--- src/rtl/xbus_cfg_pkg.sv ---
package xbus_cfg_pkg;
  localparam int CTRL_W = 8;
  localparam int WIDTH_OUT_W = 2;
  localparam int WAIT_OUT_W = 5;

  typedef struct packed {
    logic [3:0] ws_code;
    logic       sync_mode;
    logic       wr_allow;
    logic [1:0] width_code;
  } ctrl_t;

  // Reserved code 3 is shown as the widest setting.
  function automatic logic [WIDTH_OUT_W-1:0] width_decode(input logic [1:0] code);
    return (code == 2'd3) ? 2'd2 : code;
  endfunction

  function automatic logic [WAIT_OUT_W-1:0] wait_count(input logic [3:0] code);
    return {1'b0, code} + 5'd2;
  endfunction
endpackage

--- src/rtl/xbus_cfg_decode.sv ---
module xbus_cfg_decode #(
  parameter int ADDR_W = 8,
  parameter int NUM_RGN = 4,
  parameter logic [ADDR_W-1:0] GUARD_OFFS = 8'h20
) (
  input  logic [ADDR_W-1:0]  addr,
  output logic [NUM_RGN-1:0] rgn_hit,
  output logic               guard_hit,
  output logic               miss
);
  genvar g;
  generate
    for (g = 0; g < NUM_RGN; g++) begin : g_hit
      localparam logic [ADDR_W-1:0] OFFS = ADDR_W'(4 * g);
      assign rgn_hit[g] = (addr == OFFS);
    end
  endgenerate

  assign guard_hit = (addr == GUARD_OFFS);
  assign miss      = !guard_hit && (rgn_hit == '0);
endmodule

--- src/rtl/xbus_cfg_guard.sv ---
module xbus_cfg_guard #(
  parameter int DATA_W = 32,
  parameter logic [DATA_W-1:0] KEY = 32'h0000_A05F
) (
  input  logic              clk,
  input  logic              rst_n,
  input  logic              guard_wr,
  input  logic [DATA_W-1:0] wdata,
  output logic              locked
);
  always_ff @(posedge clk or negedge rst_n) begin
    if (!rst_n)        locked <= 1'b1;
    else if (guard_wr) locked <= (wdata != KEY);
  end
endmodule

--- src/rtl/xbus_cfg_region.sv ---
module xbus_cfg_region
  import xbus_cfg_pkg::*;
#(
  parameter logic [CTRL_W-1:0] RST_VAL = 8'hF2
) (
  input  logic                   clk,
  input  logic                   rst_n,
  input  logic                   wr_en,
  input  logic [CTRL_W-1:0]      wdata,
  output logic [CTRL_W-1:0]      ctrl,
  output logic [WIDTH_OUT_W-1:0] width,
  output logic                   wen,
  output logic                   sync,
  output logic [WAIT_OUT_W-1:0]  waits
);
  ctrl_t word;

  always_ff @(posedge clk or negedge rst_n) begin
    if (!rst_n)     word <= ctrl_t'(RST_VAL);
    else if (wr_en) word <= ctrl_t'(wdata);
  end

  assign ctrl  = word;
  assign width = width_decode(word.width_code);
  assign wen   = word.wr_allow;
  assign sync  = word.sync_mode;
  assign waits = wait_count(word.ws_code);
endmodule

--- src/rtl/xbus_cfg_bank.sv ---
module xbus_cfg_bank
  import xbus_cfg_pkg::*;
#(
  parameter int NUM_RGN = 4,
  parameter int ADDR_W = 8,
  parameter int DATA_W = 32,
  parameter logic [ADDR_W-1:0] GUARD_OFFS = 8'h20,
  parameter logic [DATA_W-1:0] KEY = 32'h0000_A05F,
  parameter logic [CTRL_W-1:0] RST_VAL = 8'hF2
) (
  input  logic                           clk,
  input  logic                           rst_n,
  input  logic                           bus_req,
  input  logic                           bus_we,
  input  logic [ADDR_W-1:0]              bus_addr,
  input  logic [DATA_W-1:0]              bus_wdata,
  output logic [DATA_W-1:0]              bus_rdata,
  output logic                           bank_locked,
  output logic [WIDTH_OUT_W*NUM_RGN-1:0] rgn_width,
  output logic [NUM_RGN-1:0]             rgn_wen,
  output logic [NUM_RGN-1:0]             rgn_sync,
  output logic [WAIT_OUT_W*NUM_RGN-1:0]  rgn_wait
);
  localparam int CTRL_FLAT_W = CTRL_W * NUM_RGN;

  logic [NUM_RGN-1:0]     rgn_hit;
  logic                   guard_hit;
  logic                   addr_miss;
  logic                   locked;
  logic [CTRL_FLAT_W-1:0] ctrl_flat;
  logic [DATA_W-1:0]      rd_next;

  // Named events for the checker.
  logic                   wr_evt;
  logic                   rd_evt;
  logic                   guard_wr;
  logic [NUM_RGN-1:0]     ctrl_wr;
  logic                   ctrl_wr_any;

  assign wr_evt      = bus_req && bus_we;
  assign rd_evt      = bus_req && !bus_we;
  assign guard_wr    = wr_evt && guard_hit;
  assign ctrl_wr     = (wr_evt && !locked) ? rgn_hit : '0;
  assign ctrl_wr_any = |ctrl_wr;

  xbus_cfg_decode #(
    .ADDR_W(ADDR_W), .NUM_RGN(NUM_RGN), .GUARD_OFFS(GUARD_OFFS)
  ) u_dec (
    .addr(bus_addr), .rgn_hit(rgn_hit), .guard_hit(guard_hit), .miss(addr_miss)
  );

  xbus_cfg_guard #(.DATA_W(DATA_W), .KEY(KEY)) u_guard (
    .clk(clk), .rst_n(rst_n), .guard_wr(guard_wr), .wdata(bus_wdata), .locked(locked)
  );

  genvar g;
  generate
    for (g = 0; g < NUM_RGN; g++) begin : g_rgn
      xbus_cfg_region #(.RST_VAL(RST_VAL)) u_rgn (
        .clk(clk),
        .rst_n(rst_n),
        .wr_en(ctrl_wr[g]),
        .wdata(bus_wdata[CTRL_W-1:0]),
        .ctrl(ctrl_flat[g*CTRL_W +: CTRL_W]),
        .width(rgn_width[g*WIDTH_OUT_W +: WIDTH_OUT_W]),
        .wen(rgn_wen[g]),
        .sync(rgn_sync[g]),
        .waits(rgn_wait[g*WAIT_OUT_W +: WAIT_OUT_W])
      );
    end
  endgenerate

  always_comb begin
    rd_next = '0;
    if (guard_hit) rd_next[0] = locked;
    for (int i = 0; i < NUM_RGN; i++) begin
      if (rgn_hit[i]) rd_next[CTRL_W-1:0] = rd_next[CTRL_W-1:0] | ctrl_flat[i*CTRL_W +: CTRL_W];
    end
  end

  always_ff @(posedge clk or negedge rst_n) begin
    if (!rst_n)      bus_rdata <= '0;
    else if (rd_evt) bus_rdata <= rd_next;
  end

  assign bank_locked = locked;
endmodule

--- config.mk ---
export PLATFORM = sky130hd
export DESIGN_NAME = xbus_cfg_bank
export DESIGN_NICKNAME = d
export VERILOG_FILES = /design/src/rtl/xbus_cfg_pkg.sv /design/src/rtl/xbus_cfg_decode.sv /design/src/rtl/xbus_cfg_guard.sv /design/src/rtl/xbus_cfg_region.sv /design/src/rtl/xbus_cfg_bank.sv
export SDC_FILE = /design/constraint.sdc
export NUM_CORES = 1
export LEC_CHECK = 0
export ABC_AREA = 0
export BUFFER_PORTS_ARGS = -buffer_cell sky130_fd_sc_hd__buf_2
export CAP_MARGIN = 5
export CELL_PAD_IN_SITES_DETAIL_PLACEMENT = 0
export CELL_PAD_IN_SITES_GLOBAL_PLACEMENT = 1
export CORE_MARGIN = 4
export CORE_UTILIZATION = 36
export CTS_BUF_LIST = sky130_fd_sc_hd__clkbuf_8
export DETAILED_ROUTE_END_ITERATION = 16
export PLACE_DENSITY_LB_ADDON = 0.05
export SETUP_SLACK_MARGIN = 0.15
export SYNTH_ARGS = -nofsm -noshare
export SYNTH_HDL_FRONTEND = slang
export SYNTH_SLANG_ARGS = --single-unit
--- constraint.sdc ---
create_clock -name clk -period 1.8 [get_ports clk]
set_input_delay 0.54 -clock clk [delete_from_list [all_inputs] [get_ports clk]]
set_output_delay 0.54 -clock clk [all_outputs]
set_load 0.02 [all_outputs]
# Yosys cells after proc, flatten, opt, wreduce, memory -nomap -nowiden
# Index checks and enable logic that the tools add are counted.
word_totals:
  output_inout_bits: 69
  reg_bits: 41
op_classes:
  eq_ne: 9
  n_reduce_logical: 7
  addsub: 4
  n_mux: 10
  n_bitwise: 4
op_table:
  columns: ["cell", "count"]
  rows:
  - ["2-to-1 mux 8 bit", 4]
  - ["inequality test 32 x 16 -> 1 bit (second input constant)", 1]
  - ["bitwise OR 8 bit", 3]
  - ["adder 4 x 2 -> 5 bit (second input constant)", 4]
  - ["equality test 8 x 4 -> 1 bit (second input constant)", 2]
  - ["equality test 2 bit (second input constant)", 4]
  - ["equality test 8 x 3 -> 1 bit (second input constant)", 1]
  - ["equality test 8 x 6 -> 1 bit (second input constant)", 1]
  - ["zero test 8 bit", 1]
  - ["2-to-1 mux 2 bit", 4]
  - ["bitwise OR 1 x 8 -> 8 bit", 1]
  - ["logical AND 1 bit", 4]
  - ["2-to-1 mux 4 bit", 1]
  - ["zero test 1 bit", 2]
  - ["2-to-1 mux 1 bit", 1]

# Longest topological paths before layout
# Gate-level depths: netlist of the first run.
depth:
  word_depth: 10
  ltp_mapped: 6

# By module
# Synthesis of the first run repeated with hierarchy kept, for this count alone.
hier_totals:
  cells_unflattened: 208
  area_unflattened_um2: 2577.5
by_module_without_submodules:
  columns: ["module", "area_per_inst_um2", "cells_each", "instances"]
  rows:
  - ["xbus_cfg_region", 401.6, 26, 4]
  - ["xbus_cfg_bank", 739.5, 78, 1]
  - ["xbus_cfg_guard", 131.4, 14, 1]
  - ["xbus_cfg_decode", 100.1, 12, 1]

# Worst setup path after synthesis of the first run
# Ideal clock, no wire load.
synth_timing:
  kind: "in2reg"
  start: "input bus_addr[1]"
  end: "register g_rgn[3].u_rgn.word (netlist bit g_rgn[3].u_rgn.ctrl[0])"
  path_buffers: 1
  arrival_time_ns: 1.879
  stages: 5
  t_required_ns: 1.675
  slack_ns: -0.204
  cell_sequence: "or4_4 nor3_4 buf_6 nand4_4 mux2_2"
synth_via:
  elab_chain_cells: 2
synth_rtl:
  columns: ["element", "line_no", "text"]
  rows:
  - ["from (decl)", "xbus_cfg_bank.sv:15", "input logic [ADDR_W-1:0] bus_addr,"]
  - ["equality test 8 x 4 -> 1 bit", "xbus_cfg_decode.sv:15", "assign rgn_hit[g] = (addr == OFFS);"]
  - ["2-to-1 mux 4 bit", "xbus_cfg_bank.sv:43", "assign ctrl_wr = (wr_evt && !locked) ? rgn_hit : '0;"]
  - ["to (signal assigned)", "xbus_cfg_region.sv:19", "if (!rst_n) word <= ctrl_t'(RST_VAL);"]
  - ["to (signal assigned)", "xbus_cfg_region.sv:20", "else if (wr_en) word <= ctrl_t'(wdata);"]
  - ["to (decl)", "xbus_cfg_region.sv:16", "ctrl_t word;"]
# Every way passes these cells.
# A chain may end at the register's enable or synchronous reset.

# Worst setup path after layout of the first run
layout_timing:
  start: "register g_rgn[3].u_rgn.word (netlist bit g_rgn[3].u_rgn.ctrl[5])"
  end: "output rgn_wait[18]"
layout_via:
  elab_chain_cells: 1
layout_rtl:
  columns: ["element", "line_no", "text"]
  rows:
  - ["adder 4 x 2 -> 5 bit", "xbus_cfg_pkg.sv:19", "return {1'b0, code} + 5'd2;"]
  - ["to (decl)", "xbus_cfg_bank.sv:22", "output logic [WAIT_OUT_W*NUM_RGN-1:0] rgn_wait"]
# Every way passes these cells.

==> results of run 1 <==
-- state kept, by name, indices dropped and copies added, names as in the netlist --
name	cells
bus_rdata	8
g_rgn.u_rgn.ctrl	24
g_rgn.u_rgn.sync	4
g_rgn.u_rgn.wen	4
u_guard.locked	1
-- power by group through the flow --
stage          Sequential (W)  Combinational [W]  Clock (W)
4_1_cts              0.000975           0.000313   0.000597
3_5_place_dp         0.000990           0.000283          0
6_report             0.000976           0.000322   0.000577
3_3_place_gp         0.000990           0.000281          0
5_1_grt              0.000980           0.000349   0.000626
2_1_floorplan        0.000984           0.000205          0
-- final timing paths --
kind | from | endpoint | cells after the start
max | g_rgn[3].u_rgn.ctrl[5] | rgn_wait[18] | 3
min | rst_n | bus_rdata[0] | 2
max reg2reg | u_guard.locked | g_rgn[2].u_rgn.sync | 4
min reg2reg | bus_rdata[4] | bus_rdata[4] | 2
max in group asynchronous | rst_n | g_rgn[0].u_rgn.ctrl[5] | 2
min in group clk | bus_rdata[4] | bus_rdata[4] | 2
-- synthesized netlist by cell type --
library cell,instances
nand4b_1,1
xor2_1,4
ha_1,4
dfstp_2,21
inv_1,4
nand3_4,1
nand4_1,2
buf_6,1
or4_4,1
or4b_2,1
nor4_1,5
nor4bb_1,1
a41oi_1,1
nand4b_2,1
o21ai_0,9
mux4_2,7
o32ai_1,1
mux2_4,2
buf_2,2
a31oi_1,1
and3_1,4
nor3_4,1
nor2_1,4
nor2b_1,4
nand2_1,17
mux2_2,30
conb_1,1
nand2b_1,2
mux2i_1,2
clkbuf_1,6
nand4_4,1
buf_1,1
buf_4,36
nor3_1,2
nand4b_4,1
dfrtp_1,20
-- critical path, cell delays in order (launching register included) --
cell and delay [ns]:
dfstp_2 0.60, ha_4 0.14, xor2_1 0.14, buf_4 0.16
-- metrics by stage --
stage / setup slack, ns / util [%]
CTS: -0.0613 / 49.8
detailed placement: -0.412 / 44.5
floorplan: -0.204 / -
finish: -0.0745 / 51.7
global route: -0.128 / 51.7
global placement: -0.387 / 44.5
-- cell type report --
type                       instances  share of cell area [%]
multi-input combinational        134                    37.6
sequential                        41                    31.7
timing repair buffer             119                    24.9
tap                               77                    2.90
clock buffer                       5                    2.07
inverter                           4                   0.528
clock inverter                     3                   0.377
-- cell usage in the layout (no fill, tap or decap), types with 5 or more instances in the layout --
cell      synthesis  routed
buf_2             2      71
buf_4            36      22
buf_6             1      24
clkbuf_8          0       5
conb_1            1      24
dfrtp_1          20      20
dfstp_2          21      21
mux2_2           30      29
mux4_2            7       7
nand2_1          17      11
nor4_1            5       5
o21ai_1           0       5
-- routing by layer --
metal,track usage [%],vias up
li1,-,856
met1,21.2,876
met2,23.1,64
met3,3.59,5
met4,3.83,0
met5,0,-
-- repair_timing --
action | CTS | global route
endpoints found under the setup margin | 45 | 50
pin swaps | 4 | 3
setup buffers | 12 | 3
resized for setup | 42 | 29
-- kinds of logic (layout without fill, tap and decap cells) --
| logic type | Yosys count | in the layout | share of synthesized area [%] |
|---|---|---|---|
| buf+inv | 50 | 131 | 13.8 |
| flops | 41 | 41 | 43.5 |
| xor+xnor | 4 | 4 | 1.45 |
| simple gates | 49 | 49 | 13.6 |
| compound gates | 12 | 12 | 2.85 |
| mux | 41 | 41 | 22.6 |
| fa+ha+maj | 4 | 4 | 2.07 |
| other cells | 1 | 24 | 0.155 |
==> results.yml, run 1 <==
pwr:
  p_int_w: 0.00135
  power.clock.fraction_pct: 30.8
  p_leak_nw: 1.74
  ir_worst_vdd_uv: 352
  pwr-share-seq_pct: 52.1
  power_frac_comb_pct: 17.2
  p_sw_share_pct: 27.9
  switchingPower_w: 0.000522
  power.density_nw_per_um2: 565
  total_power_w: 0.00188
detailed_routing:
  viasPerCell: 4.70
  wl_met1_um: 2850
  routed_wl_um: 6080
  drt_iter0_markers: 37
  ant_nets: 0
  dr.pass1.iters: 4
  drc: 0
  wl_met3_um: 348
  wl_per_cell_um: 15.9
  vias: 1801
  wl_met2_um: 2840
  highest_layer: "met4"
global_route:
  grt_pass1_wl_um: 9740
  antenna_found_initial: 0
  overflow: 0
  grt_use_total_pct: 15.0
  grt_max_degree: 42
  first_global_vias: 1807
timing:
  period_share_pct: 104
  max_freq_ghz: 0.533
  hold_viol_final: 0
  rsz0062_at_grt: "true"
  finalMaxSlewViolations: 0
  setup_viol: 33
  worst_slew_pin_slew_ns: 0.582
  final.setup_skew_ns: 0.00582
  min_period_ns: 1.87
  slew-limit-headroom_pct: 61.2
  fin_ws_ns: -0.0745
  fin_tns_setup_ns: -1.04
  hold_slack_ns: 0.205
worst_setup_path:
  crit_fanout: 4
  reg2reg_slack_ns: 0.29
  cp.required_ns: 1.26
  crit_type: "reg2out"
  arrival_ns: 1.33
  worst_setup_path_start_kind: "register"
  end_kind: "output pin"
cells_and_area:
  layout-drive-gt1-share_pct: 69.9
  ff_latch_area_um2: 1050
  antenna_cells: 0
  multi_input_area_um2: 1250
  final_cells: 383
  final_area_um2: 3320
  syn_to_final_growth_pct: 37.4
  nNetsFinal: 353
  fillers: 591
floorplanning:
  die_w_um: 89.9
  rows: 29
  pin_count: 113
  die_y_um: 89.9
  initial_core_util_pct: 37.6
  die_area_um2: 8090
  core_region_area_um2: 6420
clocking:
  h-tree-depth: 2
  worst_setup_hold_path_clk_slew_ns: 0.07
  insertion_delay_ns: 0.29
  cts_buffers: 5
  cts-root-buf: "clkbuf_8"
  cts_tree: "built"
  postCtsHoldBufs: 0
  cts_num_sinks: 41
  cts.path.max_buffers: 2
logic_synthesis:
  yosysUniqueCellTypes: 36
  synth_area_leaders: "dfstp_2 23%, dfrtp_1 21%, mux2_2 14%"
  synth_cells: 202
  seq_area_frac_synth_pct: 43.5
  synth_top_area_cell: "dfstp_2"
  netlist.area_leader.share_pct: 22.8
  syn_area_um2: 2420
  synth_warnings: 0
  ys_ff_latch: 41
  avgSynthCellArea_um2: 12.0
job:
  drv_cap: 0
hold_path:
  hold_class: "in2async"
placed_design:
  port_buffers: 88
  dpl_cell_area_um2: 2860
  dp_hpwl_um: 4440
  gp_congestion: 0.716
  dp.cells: 360
run_status:
  status: "complete, but fails checks"
  violations: "setup timing"
No activity file was read; power rests on OpenSTA's default activity.
==> inputs of run 2 (changes only) <==
--- a/config.mk
+++ b/config.mk
@@ -11,10 +11,10 @@
 export CELL_PAD_IN_SITES_DETAIL_PLACEMENT = 0
 export CELL_PAD_IN_SITES_GLOBAL_PLACEMENT = 1
 export CORE_MARGIN = 4
-export CORE_UTILIZATION = 36
-export CTS_BUF_LIST = sky130_fd_sc_hd__clkbuf_8
+export CORE_UTILIZATION = 35
 export DETAILED_ROUTE_END_ITERATION = 16
 export PLACE_DENSITY_LB_ADDON = 0.05
+export REMOVE_ABC_BUFFERS = 1
 export SETUP_SLACK_MARGIN = 0.15
 export SYNTH_ARGS = -nofsm -noshare
 export SYNTH_HDL_FRONTEND = slang
==> constraint.sdc (replaced) <==
create_clock -name clk -period 1.9 [get_ports clk]
set_input_delay 0.57 -clock clk [delete_from_list [all_inputs] [get_ports clk]]
set_output_delay 0.57 -clock clk [all_outputs]
set_load 0.02 [all_outputs]
==> run 2 against run 1 <==
  * The flow still finishes with violations (setup timing)
  * Clock power up 29%
  * Count of clock-buffer cells in the layout up 1
  * Design area down 1.2%
  * Sequential power down 5.3%
  * Combinational power down 7.5%
  * Core utilization down 3.1 points
  * Die area up 2.6%
  * Cell count down 0.78%
  * Worst setup slack better by 0.069 ns
==> results.yml, run 2 (synthesis results as in run 1) <==
timing:
  rsz0062_at_grt: "true"
  hold_viol_final: 0
  setup_viol: 2
  max_freq_ghz: 0.525
  min_period_ns: 1.91
  slew-limit-headroom_pct: 63.6
  period_share_pct: 100
  final.setup_skew_ns: 0.00880
  fin_ws_ns: -0.00567
  finalMaxSlewViolations: 0
  worst_slew_pin_slew_ns: 0.546
job:
  drv_cap: 0
global_route:
  antenna_found_initial: 0
  overflow: 0
  first_global_vias: 1851
  grt_max_degree: 23
  grt_use_total_pct: 14.4
  grt_pass1_wl_um: 9520
clocking:
  cts_buffers: 5
  cts.path.max_buffers: 2
  cts_tree: "built"
  postCtsHoldBufs: 0
  h-tree-depth: 2
  cts_num_sinks: 41
  insertion_delay_ns: 0.29
  cts-root-buf: "clkbuf_8"
  worst_setup_hold_path_clk_slew_ns: 0.09
placed_design:
  dp_hpwl_um: 4470
  dpl_cell_area_um2: 2830
  gp_congestion: 0.701
  port_buffers: 88
detailed_routing:
  dr.pass1.iters: 3
  ant_nets: 0
  drt_iter0_markers: 30
  routed_wl_um: 5950
  vias: 1786
  drc: 0
  viasPerCell: 4.70
  wl_per_cell_um: 15.7
floorplanning:
  die_w_um: 91.1
  die_area_um2: 8300
  initial_core_util_pct: 35.8
  die_y_um: 91.1
  rows: 30
  pin_count: 113
  core_region_area_um2: 6760
pwr:
  p_leak_nw: 1.69
  total_power_w: 0.00196
  power.density_nw_per_um2: 599
  ir_worst_vdd_uv: 358
worst_setup_path:
  crit_fanout: 8
  timing.rr.end: "g_rgn[2].u_rgn.wen"
  r2r_start: "u_guard.locked"
  cpLargestDelayFamily: "simple AND/OR/NAND/NOR gates"
  r2r_cells: 4
  path_cells: "buf_6 > or4_4 > nor3_4 > buf_12 > nand4b_4 > mux2_4"
  reg2reg_slack_ns: 0.47
  end_kind: "register"
  worst-path-buf-inv: 2
  cp_slowest_cell: "or4_4"
  crit_type: "in2reg"
  arrival_ns: 2.09
  cp_slowest_stage_delay_ns: 0.54
  worst_setup_path_start_kind: "input pin"
  cp.required_ns: 2.08
run_status:
  violations: "setup timing"
  status: "complete, but fails checks"
cells_and_area:
  layout-drive-gt1-share_pct: 65.7
  nNetsFinal: 347
  largest_reg_flops: 24
  syn_to_final_growth_pct: 35.7
  final_common_cell: "buf_2"
  antenna_cells: 0
  final_area_um2: 3280
  layout_common_cells: "73 x buf_2, 24 x conb_1, 21 x dfstp_2"
hold_path:
  hold_class: "in2async"
[run 2: timing repair]
| item | in CTS | in global routing |
|---|---|---|
| endpoints found under the setup margin | 44 | 52 |
| buffers inserted | 14 | 0 |
| gates cloned | 0 | 0 |
| gates resized for setup | 50 | 11 |
| pin swaps | 6 | 1 |
[run 2: metal layers]
layer / global-route usage (%) / wire length, um / up-vias
met1: 19.6 / 2750 / 861
li1: - / - / 844
met3: 3.56 / 410 / 4
met2: 23.2 / 2750 / 77
met4: 3.02 / 35 / 0
met5: 0 / 0 / -
[run 2: final cells by class]
cell class	instances	area [um^2]
fillers	627	3480
multi-input cells	134	1230
flip-flops and latches	41	1050
repair buffers	113	758
well taps	80	100
clock buffers	6	82.6
clock inverters	2	37.5
inverters	4	15.0
[run 2: where the power goes]
part	switching [W]	total [W]	internal, W
registers	0.0000210	0.000924	0.000903
clock network	0.000315	0.000742	0.000428
logic	0.000170	0.000298	0.000127
total	0.000506	0.00196	0.00146
[run 2: how the worst max path moves through the flow]
stage,end,depth (start not counted),start,slack [ns]
after global placement,g_rgn[1].u_rgn.wen,6,bus_addr[1],-0.40
final,g_rgn[1].u_rgn.wen,6,bus_addr[1],-0.006
after global routing,g_rgn[3].u_rgn.sync,6,bus_addr[1],-0.07
after detailed placement,g_rgn[1].u_rgn.sync,6,bus_addr[1],-0.45
after CTS,g_rgn[1].u_rgn.wen,6,bus_addr[1],-0.01
after floorplan,g_rgn[1].u_rgn.ctrl[0],4,bus_addr[1],-0.37
[run 2: through the flow]
| stage | utilization, % | setup TNS, ns | instances | hold WS, ns | setup slack [ns] |
|---|---|---|---|---|---|
| finish | 48.6 | -0.00587 | 380 | 0.231 | -0.00567 |
| global route | 48.6 | -0.744 | 380 | 0.261 | -0.0677 |
| CTS | 48.3 | -0.0348 | 380 | 0.240 | -0.0124 |
| detailed placement | 41.9 | -10.27 | 358 | 0.468 | -0.449 |
| global placement | 41.9 | -9.83 | 358 | 0.461 | -0.400 |
| floorplan | - | -8.70 | 179 | 0.274 | -0.370 |
==> inputs of run 3 (changes only) <==
--- a/config.mk
+++ b/config.mk
@@ -14,7 +14,6 @@
 export CORE_UTILIZATION = 35
 export DETAILED_ROUTE_END_ITERATION = 16
 export PLACE_DENSITY_LB_ADDON = 0.05
-export REMOVE_ABC_BUFFERS = 1
 export SETUP_SLACK_MARGIN = 0.15
 export SYNTH_ARGS = -nofsm -noshare
 export SYNTH_HDL_FRONTEND = slang
==> run 3 against run 2 <==
  * Combinational power is essentially flat
  * Power increased by 4.7%
  * Count of clock-buffer cells in the layout down 1
  * Worst setup slack better by 0.00066 ns
  * Clock skew is 0.0030 ns lower
  * Critical endpoint is now g_rgn[1].u_rgn.sync
  * Design area grew 0.57%
  * Hold slack improved by 0.11 ns
  * Sequential cell count stayed put
  * First-iteration DRC count is 3.3% lower
  * The run still ends with setup timing left
  * Core utilization is 0.28 points higher
  * Clock power rose by 12%
  * Routed wire length grew 3.9%
==> results.yml, run 3 (synthesis results as in run 1) <==
pwr:
  p_sw_share_pct: 24.5
  switchingPower_w: 0.000503
  power_frac_comb_pct: 14.6
  p_leak_nw: 1.72
  power.clock.fraction_pct: 40.5
  p_int_w: 0.00155
  power.density_nw_per_um2: 623
  pwr-share-seq_pct: 44.9
  ir_worst_vdd_uv: 370
detailed_routing:
  drt_iter0_markers: 29
  drc: 0
  dr.pass1.iters: 4
  vias: 1773
  wl_per_cell_um: 16.3
  routed_wl_um: 6180
  ant_nets: 0
  viasPerCell: 4.67
clocking:
  h-tree-depth: 2
  insertion_delay_ns: 0.29
  cts_buffers: 5
  cts-root-buf: "clkbuf_8"
  worst_setup_hold_path_clk_slew_ns: 0.08
  cts_tree: "built"
  cts.path.max_buffers: 2
  cts_num_sinks: 41
timing:
  finalMaxSlewViolations: 0
  setup_viol: 3
  period_share_pct: 100
  final.setup_skew_ns: 0.00576
  fin_ws_ns: -0.00502
  min_period_ns: 1.91
  worst_slew_pin_slew_ns: 0.540
  slew-limit-headroom_pct: 64.0
  hold_slack_ns: 0.336
  rsz0062_at_grt: "true"
  fin_tns_setup_ns: -0.00962
  max_freq_ghz: 0.525
  hold_viol_final: 0
cells_and_area:
  syn_to_final_growth_pct: 36.5
  ff_latch_area_um2: 1050
  final_common_cell: "buf_2"
  antenna_cells: 0
  layout_common_cells: "72 x buf_2, 24 x conb_1, 21 x dfstp_2, 21 x buf_4, 20 x dfrtp_1"
  largest_reg_flops: 24
  layout-drive-gt1-share_pct: 65.7
  final_cells: 380
  fin_util_pct: 48.8
  fillers: 652
  nNetsFinal: 347
  multi_input_area_um2: 1250
placed_design:
  dp_hpwl_um: 4510
  place_ws_ns: -0.405
  dp.cells: 357
  port_buffers: 88
  gp_congestion: 0.698
floorplanning:
  core_region_area_um2: 6760
  die_w_um: 91.1
  die_area_um2: 8300
  initial_core_util_pct: 35.8
  die_y_um: 91.1
  rows: 30
  pin_count: 113
worst_setup_path:
  path_cells: "buf_6 > or4_4 > nor3_4 > buf_12 > nand4b_4 > mux2_4"
  reg2reg_slack_ns: 0.46
  cp_slowest_stage_delay_ns: 0.54
  r2r_cells: 4
  end_kind: "register"
  worst_setup_path_start_kind: "input pin"
  crit_type: "in2reg"
  arrival_ns: 2.08
  crit_fanout: 8
  cp.required_ns: 2.07
  timing.rr.end: "g_rgn[2].u_rgn.ctrl[0]"
  r2r_start: "u_guard.locked"
  cp_slowest_cell: "or4_4"
job:
  drv_cap: 0
run_status:
  status: "complete, but fails checks"
  violations: "setup timing"
global_route:
  antenna_found_initial: 0
  grt_max_degree: 42
  first_global_vias: 1851
  grt_pass1_wl_um: 10100
  overflow: 0
  grt_use_total_pct: 15.3
hold_path:
  hold_class: "in2async"
[run 3: changes by cell type in the layout (fill, tap and decap cells not counted), moves of 3 or more]
cell     before  now
mux2_2       20   17
mux2_4       12   15
o21ai_0       3    9
o21ai_1       6    0
[run 3: critical path, delay by kind of cell]
kind                   cells  cell delay [ns]
buffers and inverters      2             0.24
multiplexers               1             0.36
AND/OR/NAND/NOR            3             0.90
[run 3: layer usage]
metal  up-vias  track usage, %  wire length (um)
met4         0            3.02                44
met2        46            25.2              3050
met5         -               0                 0
met3         4            3.31               265
li1        846               -                 -
met1       877            20.9              2820
[run 3: how the worst max path moves through the flow]
stage	startpoint	endpoint	slack, ns	depth (start not counted)
final	bus_addr[1]	g_rgn[1].u_rgn.sync	-0.005	6
after global routing	bus_addr[1]	g_rgn[2].u_rgn.ctrl[0]	-0.05	6
after CTS	bus_addr[1]	g_rgn[3].u_rgn.sync	-0.005	6
after detailed placement	bus_addr[1]	g_rgn[1].u_rgn.sync	-0.40	6
after global placement	bus_addr[1]	g_rgn[1].u_rgn.wen	-0.37	6
after floorplan	bus_addr[1]	g_rgn[3].u_rgn.ctrl[0]	-0.13	5
[run 3: power groups by stage]
stage	registers, W	clock network (W)	logic (W)
6_report	0.000924	0.000832	0.000300
5_1_grt	0.000928	0.000887	0.000327
4_1_cts	0.000924	0.000858	0.000298
3_5_place_dp	0.000939	0	0.000261
3_3_place_gp	0.000939	0	0.000261
2_1_floorplan	0.000932	0	0.000193
[run 3: timing repair]
item,in CTS,in global routing
buffers inserted,15,0
hold buffers,0,0
endpoints found under the setup margin,43,47
pin swaps,7,0
resized for setup,54,7
[run 3: final cells by class]
type | count | share of cell area (%)
clock buffer | 5 | 2.09
clock inverter | 3 | 1.97
multi-input combinational | 134 | 37.8
timing repair buffer | 113 | 22.8
sequential | 41 | 31.9
tap | 80 | 3.03
inverter | 4 | 0.455
[run 3: stage by stage]
stage	power [W]	cell area, um^2
3_3_place_gp	0.00120	2810
6_report	0.00206	3300
5_1_grt	0.00214	3300
2_1_floorplan	0.00113	2500
4_1_cts	0.00208	3280
3_5_place_dp	0.00120	2810
